$ cat src/rtl/lfsr_pkg.sv
package lfsr_pkg;
  localparam int unsigned LFSR_W_DEFAULT = 8;

  typedef enum logic [1:0] {
    ACT_HOLD  = 2'd0,
    ACT_LOAD  = 2'd1,
    ACT_SHIFT = 2'd2
  } lfsr_act_e;
endpackage

$ cat src/rtl/lfsr_step_ctrl.sv
module lfsr_step_ctrl
  import lfsr_pkg::*;
(
  input  logic      rst,
  input  logic      step,
  output lfsr_act_e act
);
  // reset load has priority over an advance
  always_comb begin
    if (rst)       act = ACT_LOAD;
    else if (step) act = ACT_SHIFT;
    else           act = ACT_HOLD;
  end
endmodule

$ cat src/rtl/lfsr_feedback.sv
module lfsr_feedback #(
  parameter int unsigned W = 8
) (
  input  logic [W-1:0] cur,
  input  logic [W-1:0] taps,
  output logic         fb
);
  logic [W-1:0] gated;
  logic [W:0]   chain;

  assign chain[0] = 1'b0;

  genvar i;
  generate
    for (i = 0; i < W; i++) begin : g_tap
      assign gated[i]   = cur[i] & taps[i];
      assign chain[i+1] = chain[i] ^ gated[i];
    end
  endgenerate

  assign fb = chain[W];
endmodule

$ cat src/rtl/lfsr_zero_detect.sv
module lfsr_zero_detect #(
  parameter int unsigned W = 8
) (
  input  logic [W-1:0] cur,
  output logic         is_zero
);
  logic [W:0] any;

  assign any[0] = 1'b0;

  genvar i;
  generate
    for (i = 0; i < W; i++) begin : g_or
      assign any[i+1] = any[i] | cur[i];
    end
  endgenerate

  assign is_zero = ~any[W];
endmodule

$ cat src/rtl/lfsr_stage_reg.sv
module lfsr_stage_reg
  import lfsr_pkg::*;
#(
  parameter int unsigned W = 8
) (
  input  logic         clk,
  input  lfsr_act_e    act,
  input  logic [W-1:0] load_val,
  input  logic         in_bit,
  output logic [W-1:0] q
);
  always_ff @(posedge clk) begin
    case (act)
      ACT_LOAD:  q <= load_val;
      ACT_SHIFT: q <= {q[W-2:0], in_bit};
      default:   q <= q;
    endcase
  end
endmodule

$ cat src/rtl/tapmask_lfsr.sv
module tapmask_lfsr
  import lfsr_pkg::*;
#(
  parameter int unsigned W = LFSR_W_DEFAULT
) (
  input  logic         clk,
  input  logic         rst,
  input  logic [W-1:0] seed,
  input  logic         step,
  input  logic [W-1:0] taps,
  output logic [W-1:0] state,
  output logic         bit_out
);
  localparam int unsigned MSB = W - 1;

  lfsr_act_e    act;
  logic         fb_xor;
  logic         zero_now;
  logic         in_bit;
  logic [W-1:0] q;

  lfsr_step_ctrl u_ctrl (
    .rst  (rst),
    .step (step),
    .act  (act)
  );

  lfsr_feedback #(.W(W)) u_fb (
    .cur  (q),
    .taps (taps),
    .fb   (fb_xor)
  );

  lfsr_zero_detect #(.W(W)) u_zd (
    .cur     (q),
    .is_zero (zero_now)
  );

  // lockup escape: an all-zero register always takes in a one
  assign in_bit = zero_now ? 1'b1 : fb_xor;

  lfsr_stage_reg #(.W(W)) u_reg (
    .clk      (clk),
    .act      (act),
    .load_val (seed),
    .in_bit   (in_bit),
    .q        (q)
  );

  assign state   = q;
  assign bit_out = q[MSB];
endmodule

$ cat config.mk
export PLATFORM = sky130hd
export DESIGN_NAME = tapmask_lfsr
export DESIGN_NICKNAME = d
export VERILOG_FILES = /design/src/rtl/lfsr_pkg.sv /design/src/rtl/lfsr_step_ctrl.sv /design/src/rtl/lfsr_feedback.sv /design/src/rtl/lfsr_zero_detect.sv /design/src/rtl/lfsr_stage_reg.sv /design/src/rtl/tapmask_lfsr.sv
export SDC_FILE = /design/constraint.sdc
export NUM_CORES = 1
export LEC_CHECK = 0
export ABC_AREA = 0
export BUFFER_PORTS_ARGS = -buffer_cell sky130_fd_sc_hd__buf_2
export CAP_MARGIN = 10
export CORE_AREA = 8 8 45 47
export DETAILED_ROUTE_END_ITERATION = 16
export DIE_AREA = 0 0 53 55
export PLACE_DENSITY = 0.78
export SYNTH_ARGS = -nofsm -noshare
export SYNTH_HDL_FRONTEND = slang
export SYNTH_SLANG_ARGS = --single-unit
export TNS_END_PERCENT = 20
$ cat constraint.sdc
create_clock -name clk -period 1.4 [get_ports clk]
set_input_delay 0.28 -clock clk [delete_from_list [all_inputs] [get_ports clk]]
set_output_delay 0.28 -clock clk [all_outputs]
set_load 0.1 [all_outputs]
=== Word-level counts from Yosys, hierarchy flattened ===
Index checks and enable logic that the tools add are counted.

* Bitwise operators: 22
* Muxes and demuxes: 4
* Equality and inequality tests: 2
* Reduce and logical (&&, ||, !) cells: 1

{| class="wikitable"
|+ Operator list
! operator !! count
|-
| one-hot mux 8 bit (2 select lines) || 1
|-
| bitwise AND 1 bit || 8
|-
| bitwise OR 1 bit || 7
|-
| bitwise XOR 1 bit || 7
|-
| two-way mux 2 bit || 2
|-
| == test 2 x 1 -> 1 bit, second input constant || 1
|-
| == test 2 bit, second input constant || 1
|-
| nonzero test 2 bit || 1
|-
| two-way mux 1 bit || 1
|}

* Output and inout bits: 9
* Word-level logic and storage cells: 30
* Register bits after elaboration: 8

=== Longest topological paths before layout ===
Gate-level depths: netlist of run 1.

* Depth in word-level cells: 10
* Gate-level depth with buffers: 5
* Gate-level depth less buffers: 5

=== By module ===
Synthesis of run 1 repeated with hierarchy kept, for this count alone.

* Cells, all modules: 42
* Area total of the unflattened synthesis: 536.8 um^2

{| class="wikitable"
|+ Modules (own cells, without submodules)
! module !! times used !! area each (um^2) !! cells each !! sequential area each (um^2)
|-
| lfsr_stage_reg || 1 || 391.6 || 20 || 240.2
|-
| lfsr_feedback || 1 || 91.3 || 15 || 0.0
|-
| lfsr_step_ctrl || 1 || 21.3 || 2 || 0.0
|-
| lfsr_zero_detect || 1 || 18.8 || 3 || 0.0
|-
| tapmask_lfsr || 1 || 13.8 || 2 || 0.0
|}

=== Least setup slack after synthesis of run 1 ===
Ideal clock, no wire load.

* Path type: flip-flop to flip-flop
* Start: register u_reg.q[7]
* End: register u_reg.q[0], data pin
* Stages on the path, launching flop included: 6
* Slack: -538 ps
* Arrival time: 1674 ps
* Required time: 1135 ps
* Path through: edfxtp_1 nand2_1 xor2_1 xnor2_1 xnor2_1 a22oi_2

* Longest elaborated chain between the ends: 4
* Elaborated cells between the ends (all ways): 5

{| class="wikitable"
|+ RTL lines
! what !! line !! text
|-
| from (decl) || lfsr_stage_reg.sv:10 || <nowiki>output logic [W-1:0] q</nowiki>
|-
| from (signal assigned) || lfsr_stage_reg.sv:14 || <nowiki>ACT_LOAD: q <= load_val;</nowiki>
|-
| from (signal assigned) || lfsr_stage_reg.sv:15 || <nowiki>ACT_SHIFT: q <= {q[W-2:0], in_bit};</nowiki>
|-
| from (signal assigned) || lfsr_stage_reg.sv:16 || <nowiki>default: q <= q;</nowiki>
|-
| bitwise AND 1 bit || lfsr_feedback.sv:16 || <nowiki>assign gated[i] = cur[i] & taps[i];</nowiki>
|-
| bitwise XOR 1 bit || lfsr_feedback.sv:17 || <nowiki>assign chain[i+1] = chain[i] ^ gated[i];</nowiki>
|-
| two-way mux 1 bit (*) || tapmask_lfsr.sv:40 || <nowiki>assign in_bit = zero_now ? 1'b1 : fb_xor;</nowiki>
|-
| one-hot mux 8 bit (2 select lines) (*) || lfsr_stage_reg.sv:13 || <nowiki>case (act)</nowiki>
|}

Every way passes the cells marked *; elsewhere a longest branch is shown, timed or not.
A chain may end at the register's enable or synchronous reset.

=== Worst setup path after layout of run 1 ===
Same ends and word-level chain as after synthesis.

==> reports/qor.yml, run 1 <==
setup_ws_ps: 64.6
syn_inst: 39
num_io_pins: 28
grt_pass1_vias: 460
layout-area-overhead-vs-synth_pct: 82.7
drv_cap: 0
place_inst: 88
worst_pin_slew_ps: 408
ff2ff_path_depth: 5
cts-buffers-inserted: 3
critical_path.max_stage_delay_ps: 390
post-dp-hpwl_mm: 1.06
relSlewSlack_pct: 72.8
final_area_sq_um: 857
synth_seq_cells: 8
synth_top_area_share_pct: 51.2
clk_latency_ps: 250
drive_gt1_share_pct: 69.3
end_kind: "flop"
via_per_inst: 4.74
synth_compound_area_share_pct: 3.73
post_cts_buffers: 0
largest_reg_flops: 8
path_cells: "nand2_1, xor2_1, xnor2_1, xnor2_1, a22oi_2"
timing.final.crit_share_pct: 95.4
drt_iter0_drc: 2
fmaxAchievable_mhz: 749
cp_max_fo: 2
slew_viol_final: 0
antenna-diode-count: 0
period_minus_slack_ps: 1340
async_flop_share_pct: 0
wl_mm: 1.29
crit_top_cell: "xnor2_1"
synth-simple-area-share_pct: 11.7
cts-root-buf: "clkbuf_4"
largestRegisters: "u_reg.q x8"
synth.yosys.seq_area_share_pct: 51.2
synthAdderAreaFrac_pct: 0
worstSetupPathType: "flop to flop"
ys.flop_type: "edfxtp_1"
drc: 0
setup_viol_count_final: 0
synth_xor_area_share_pct: 13.1
critical_path.slowest_cell: "edfxtp_1"
cts_buffer_depth: 2
final_cells: 91
min_path_type: "primary input to flop"
synthDistinctLibCells: 13
placed_area_sq_um: 807
ys_warn_count: 0
grt_max_degree: 10
clk_pin_slew_ps: 50
fp.dieW_um: 53
ant_nets: 0
outcome: "finished clean"
wl_per_cell_um: 14.2
antenna_found_initial: 0
gp_congestion: 0.793
leakage_nw: 0.382
vdd_drop_max_mv: 0.506
dr_total_vias: 431
final_core_utilization_pct: 61.9
num_rows: 14
grt-ovfl-total: 0
syn_nets: 58
start_kind: "flop"
synth_commonest_cells: "8 x edfxtp_1, 8 x nand2_1, 7 x mux2_2"
hold_violations: 0
die_h_um: 55
synth_edf_count: 8
skew_ps: 1.10
hold_depth: 2
clock-sinks: 8
grt_pass1_wl_mm: 1.86
grt_use_total_pct: 8.86
io_buffers: 27
h-tree-depth: 1
nets: 96
dieArea_sq_mm: 0.00292
start_util_pct: 33.9
avgSynthCellArea_sq_um: 12.0
fillers: 113
synth_top_family_by_area: "multiplexers"
syn_area_sq_um: 469
total_power_w: 0.000996
cts_tree: "yes"
pre_cts_ws_ps: 19.3
design.core.area_sq_mm: 0.00138
cp_data_required_time_ps: 1380
yosysTopAreaCell: "edfxtp_1"
cp.arrival_ps: 1320
muxShareOfSynthArea_pct: 16.8
regMostFlops: "u_reg.q"
p_per_area_mw_per_mm2: 1160
dr.pass1.iters: 4
synth_area_leaders: "edfxtp_1 51%, mux2_2 17%, xnor2_1 9.3%, nand2_1 6.4%, xor2_1 3.7%"
[cell usage in the layout, fill, tap and decap left out, types with 2 or more instances in the layout]
cell type / n
xnor2_1: 3
clkbuf_4: 3
buf_4: 8
buf_12: 9
nor4_1: 2
xnor2_2: 2
mux2_2: 7
nand2_1: 6
edfxtp_1: 8
nand2_2: 2
buf_2: 18
[critical path, delay by kind of cell, from the launching register on]
family	cells	cell delay, ps
xor gates and xnor gates	3	530
DFF	1	390
and+or+nand+nor	1	90
AOI/OAI and AO/OA	1	70
[stage by stage]
step	TNS [ps]	hold slack [ps]
floorplan	-1190	501
global placement	0	582
detailed placement	0	587
global route	-20.9	324
finish	0	337
CTS	0	324
[where the power goes]
part | total (W) | switching, W | internal (W)
logic | 0.000517 | 0.000303 | 0.000214
registers | 0.000310 | 0.0000148 | 0.000296
clock network | 0.000169 | 0.0000712 | 0.0000976
total | 0.000996 | 0.000389 | 0.000607
[what timing repair did]
item / 4_1_cts / 5_1_grt
resized for setup: 0 / 5
hold buffers: 0 / 0
endpoints found under the setup margin: 0 / 1
[final timing paths]
check                   from         end  slack [ps]
hold reg to reg   u_reg.q[4]  u_reg.q[5]         690
setup / recovery  u_reg.q[7]  u_reg.q[0]          60
setup reg to reg  u_reg.q[7]  u_reg.q[0]          60
hold / removal       seed[3]  u_reg.q[3]         340
[logic make-up after synthesis]
kind of cell	after synthesis
buf+inv	3
compound gates	2
mux	7
xor+xnor	7
flops	8
simple gates	12
[per-layer routing]
layer  GRT usage [%]  share of wire, %  up-vias
met1            7.89                36      197
li1                -                 -      211
met5               0                 0        -
met3            4.01                14        0
met4            6.47                 0        0
met2            15.6                50       23
[cell type report]
type                            count  area (sq um)  area share (%)
Inverter                            1          3.75           0.438
Clock buffer                        3          22.5            2.63
Timing Repair Buffer               35           330            38.5
Multi-Input combinational cell     28           240            28.0
Tap cell                           16          20.0            2.34
Sequential cell                     8           240            28.0
Note: power is estimated with default switching activity, not from simulation.
==> inputs of run 2 (changes only) <==
--- a/config.mk
+++ b/config.mk
@@ -11,8 +11,9 @@
 export CORE_AREA = 8 8 45 47
 export DETAILED_ROUTE_END_ITERATION = 16
 export DIE_AREA = 0 0 53 55
-export PLACE_DENSITY = 0.78
+export PLACE_DENSITY = 0.84
 export SYNTH_ARGS = -nofsm -noshare
 export SYNTH_HDL_FRONTEND = slang
+export SYNTH_HIERARCHICAL = 1
 export SYNTH_SLANG_ARGS = --single-unit
 export TNS_END_PERCENT = 20
==> reports/qor.yml, run 2 <==
fillers: 101
worst_pin_slew_ps: 503
largestRegisters: "u_reg/q x8"
critical_path.slowest_cell: "edfxtp_1"
drt_iter0_drc: 11
skew_ps: 0.393
regMostFlops: "u_reg/q"
cp.arrival_ps: 1630
ys_warn_count: 6
r2r_end: "u_reg/q[0]"
post_cts_buffers: 0
layout-area-overhead-vs-synth_pct: 64.6
grt_use_total_pct: 9.63
clk_pin_slew_ps: 50
design.core.area_sq_mm: 0.00138
placed_area_sq_um: 861
fmaxAchievable_mhz: 612
critical_path.max_stage_delay_ps: 400
top_layer: "met4"
violations: "negative setup slack"
met2WireLength_um: 670
via_per_inst: 4.74
async_flop_share_pct: 0
grt_pass1_wl_mm: 2.04
cts_resized: 0
outcome: "complete, but fails checks"
hold_violations: 0
start_util_pct: 38.8
io_buffers: 27
cp_max_fo: 2
drive_gt1_share_pct: 61.0
cts_buffer_depth: 2
num_io_pins: 28
die_h_um: 55
syn_inst: 42
grt-ovfl-total: 0
synth_top_area_share_pct: 44.8
cts-buffers-inserted: 3
worstSetupPathType: "flop to flop"
drv_cap: 0
gp_congestion: 0.828
synth_commonest_cells: "8 x edfxtp_1, 8 x mux2_4, 8 x nand2_1"
wl_met1_um: 513
total_power_w: 0.000972
period_minus_slack_ps: 1630
avgSynthCellArea_sq_um: 12.8
synth_seq_cells: 8
place_inst: 90
setup_ws_ps: -235
clock-sinks: 8
yosysTopAreaCell: "edfxtp_1"
post-dp-hpwl_mm: 1.20
vdd_drop_max_mv: 0.469
timing.final.crit_share_pct: 117
grt_pass1_vias: 478
dieArea_sq_mm: 0.00292
cts-root-buf: "clkbuf_4"
slew_viol_final: 0
path_cells: "nand2_1, xor2_1, xnor2_1, xnor2_1, or2_1, mux2_4"
h-tree-depth: 1
mostFrequentLayoutCells: "18 x buf_2, 9 x buf_12"
cts_tree: "yes"
min_path_type: "primary input to flop"
setup_viol_count_final: 1
ant_nets: 0
dr.pass1.iters: 4
largest_reg_flops: 8
syn_nets: 62
clk_latency_ps: 240
dr_total_vias: 441
crit_top_cell: "xnor2_1"
p_per_area_mw_per_mm2: 1100
nets: 99
drc: 0
synth_area_leaders: "edfxtp_1 45%, mux2_4 22%, xnor2_1 9.8%, nand2_1 5.6%, buf_4 2.8%"
worstSetupEndpoint: "u_reg/q[0]"
grt_max_degree: 9
antenna-diode-count: 0
ys.flop_type: "edfxtp_1"
wl_met3_um: 193
leakage_nw: 0.409
synth_edf_count: 8
num_rows: 14
wl_per_cell_um: 15.0
cts_hold_buffers: 0
rsz0062_at_grt: "true"
synth.yosys.seq_area_share_pct: 44.8
final_cells: 93
ff2ff_path_depth: 6
cp_data_required_time_ps: 1400
crit_start: "u_reg/q[4]"
relSlewSlack_pct: 66.4
r2r_slack_ps: -230
start_kind: "flop"
fp.dieW_um: 53
antenna_found_initial: 0
end_kind: "flop"
final_common_cell: "buf_2"
wl_mm: 1.40
final_area_sq_um: 883
syn_area_sq_um: 537
whs_ps: 334
r2r_start: "u_reg/q[4]"
synthDistinctLibCells: 13
==> run 2: logic make-up (layout without fill, tap and decap cells) <==
group	after synthesis	after routing	synth area share, %
mux	8	8	22.4
flops	8	8	44.8
buf+inv	5	40	6.29
simple gates	13	13	12.8
xor+xnor	7	7	11.4
fa+ha+maj	1	1	2.33
==> run 2: worst min path at each step <==
stage                  from    endpoint  slack (ps)  cells past startpoint
CTS                 seed[5]  u_reg/q[5]         330                      2
global placement    seed[2]  u_reg/q[2]         580                      2
floorplan           seed[0]  u_reg/q[0]         500                      1
global route        seed[3]  u_reg/q[3]         330                      2
detailed placement  seed[5]  u_reg/q[5]         590                      2
finish              seed[5]  u_reg/q[5]         330                      2
==> run 2: through the flow <==
stage	TNS [ps]	util (%)	worst slack [ps]
2_1_floorplan	-1420	-	-837
3_3_place_gp	-1220	62.2	-176
3_5_place_dp	-1500	62.2	-206
4_1_cts	-224	63.8	-224
5_1_grt	-312	63.8	-312
6_report	-235	63.8	-235
==> run 2: critical path, delay by kind of cell (launching register included) <==
family	cells	cell delay, ps
xor+xnor	3	420
flops	1	400
simple gates	2	300
mux	1	250
==> run 2: power breakdown <==
part	internal (W)	switching, W	total (W)
registers	0.000296	0.0000131	0.000309
logic	0.000212	0.000285	0.000497
clock network	0.0000975	0.0000693	0.000167
total	0.000605	0.000367	0.000972
==> run 2: routing by layer <==
metal  global-route usage [%]  vias to the layer above
met2                     16.8                       26
met4                     7.76                        0
met3                     2.67                        2
met5                        0                        -
met1                     9.46                      199
li1                         -                      214
==> run 2: cell type report <==
type / instances / area, sq um / area share (%)
clock buffer: 3 / 22.5 / 2.55
inverter: 2 / 7.51 / 0.850
multi-input combinational: 29 / 263 / 29.7
sequential: 8 / 240 / 27.2
tap: 16 / 20.0 / 2.27
timing repair buffer: 35 / 330 / 37.4
==> inputs of run 3 (changes only) <==
--- a/config.mk
+++ b/config.mk
@@ -8,10 +8,10 @@
 export ABC_AREA = 0
 export BUFFER_PORTS_ARGS = -buffer_cell sky130_fd_sc_hd__buf_2
 export CAP_MARGIN = 10
-export CORE_AREA = 8 8 45 47
+export CORE_AREA = 2 2 39 41
 export DETAILED_ROUTE_END_ITERATION = 16
-export DIE_AREA = 0 0 53 55
-export PLACE_DENSITY = 0.84
+export DIE_AREA = 0 0 41 43
+export PLACE_DENSITY = 0.73
 export SYNTH_ARGS = -nofsm -noshare
 export SYNTH_HDL_FRONTEND = slang
 export SYNTH_HIERARCHICAL = 1
==> reports/qor.yml, run 3 (same netlist as run 2, synthesis figures left out) <==
outcome: "complete, but fails checks"
violations: "negative setup slack"
fmaxAchievable_mhz: 615
cts-buffers-inserted: 3
antenna_found_initial: 0
r2r_slack_ps: -220
drt_iter0_drc: 2
largest_reg_flops: 8
io_buffers: 27
largestRegisters: "u_reg/q x8"
timing.final.crit_share_pct: 116
post_cts_buffers: 0
dr_total_vias: 422
post-dp-hpwl_mm: 1.01
rsz0062_at_grt: "true"
slew_viol_final: 0
end_kind: "flop"
fillers: 112
via_per_inst: 4.54
min_path_type: "primary input to flop"
grt_use_total_pct: 16.1
holdPathEnd: "u_reg/q[5]"
mostFrequentLayoutCells: "18 x buf_2, 9 x buf_12"
antenna-diode-count: 0
cp.arrival_ps: 1630
cp_max_fo: 2
cp_data_required_time_ps: 1400
setup_viol_count_final: 1
clk_latency_ps: 250
leakage_nw: 0.409
layout-area-overhead-vs-synth_pct: 64.6
start_kind: "flop"
final_area_sq_um: 883
start_util_pct: 38.8
worstSetupPathType: "flop to flop"
dr.pass1.iters: 4
worst_pin_slew_ps: 496
num_io_pins: 28
period_minus_slack_ps: 1620
vdd_drop_max_mv: 0.532
nets: 99
cts_tree: "yes"
drv_cap: 0
r2r_start: "u_reg/q[6]"
final_common_cell: "buf_2"
grt_max_degree: 9
drc: 0
drive_gt1_share_pct: 61.0
hold_violations: 0
regMostFlops: "u_reg/q"
ff2ff_path_depth: 6
grt-ovfl-total: 0
r2r_end: "u_reg/q[0]"
h-tree-depth: 1
ant_nets: 0
grt_pass1_vias: 442
wl_per_cell_um: 12.5
dieArea_sq_mm: 0.00176
p_per_area_mw_per_mm2: 1100
fp.dieW_um: 41
placed_area_sq_um: 861
clk_pin_slew_ps: 50
min-delay-start: "seed[5]"
design.core.area_sq_mm: 0.00138
skew_ps: 5.27
wl_mm: 1.17
cts-root-buf: "clkbuf_4"
relSlewSlack_pct: 66.9
gp_congestion: 0.712
setup_ws_ps: -225
die_h_um: 43
clock-sinks: 8
num_rows: 14
whs_ps: 330
grt_pass1_wl_mm: 1.83
hold_depth: 2
cts_buffer_depth: 2
-- run 3: how the worst max path moves through the flow --
stage / start / endpoint / cells after the start
floorplan: u_reg/q[4] / u_reg/q[0] / 6
global placement: u_reg/q[0] / u_reg/q[0] / 6
detailed placement: u_reg/q[6] / u_reg/q[0] / 6
CTS: u_reg/q[6] / u_reg/q[0] / 6
global route: u_reg/q[6] / u_reg/q[0] / 6
finish: u_reg/q[6] / u_reg/q[0] / 6
-- run 3: routing by layer --
metal  vias up  wire length (um)  GRT usage [%]
met3         2                57           1.57
li1        213                 -              -
met2        17               575           26.9
met1       190               509           17.1
met5         -                 0              0
met4         0                22           12.0
-- run 3: report_power, final --
part	internal, W	switching (W)
registers	0.000295	0.0000116
clock network	0.0000977	0.0000722
logic	0.000212	0.000285
-- run 3: area by class of cell --
class                   count  area (sq um)  share of cell area [%]
repair buffers             35           330                    37.4
multi-input cells          29           263                    29.7
flip-flops and latches      8           240                    27.2
clock buffers               3          22.5                    2.55
well taps                  16          20.0                    2.27
inverters                   2          7.51                   0.850
-- run 3: stage by stage --
| step | setup TNS [ps] | instances | total power (W) | setup WS, ps | utilization [%] |
|---|---|---|---|---|---|
| final | -225 | 93 | 0.000973 | -225 | 63.8 |
| after global routing | -294 | 93 | 0.00101 | -294 | 63.8 |
| after CTS | -255 | 93 | 0.000986 | -255 | 63.8 |
| after detailed placement | -1450 | 90 | 0.000811 | -246 | 62.2 |
| after global placement | -1250 | 90 | 0.000802 | -170 | 62.2 |
| after floorplan | -1420 | 42 | 0.000620 | -837 | - |
-- run 3: worst max-delay path, stage by stage, from the launching register on --
cell and delay, ps:
edfxtp_1 390, nand2_1 90, xor2_1 190, xnor2_1 170
xnor2_1 90, or2_1 210, mux2_4 250
-- run 3: what timing repair did --
item | in CTS | in global routing
setup endpoints to repair | 1 | 1
hold buffers | 0 | 0
resized for setup | 0 | 0
pin swaps | 2 | 1
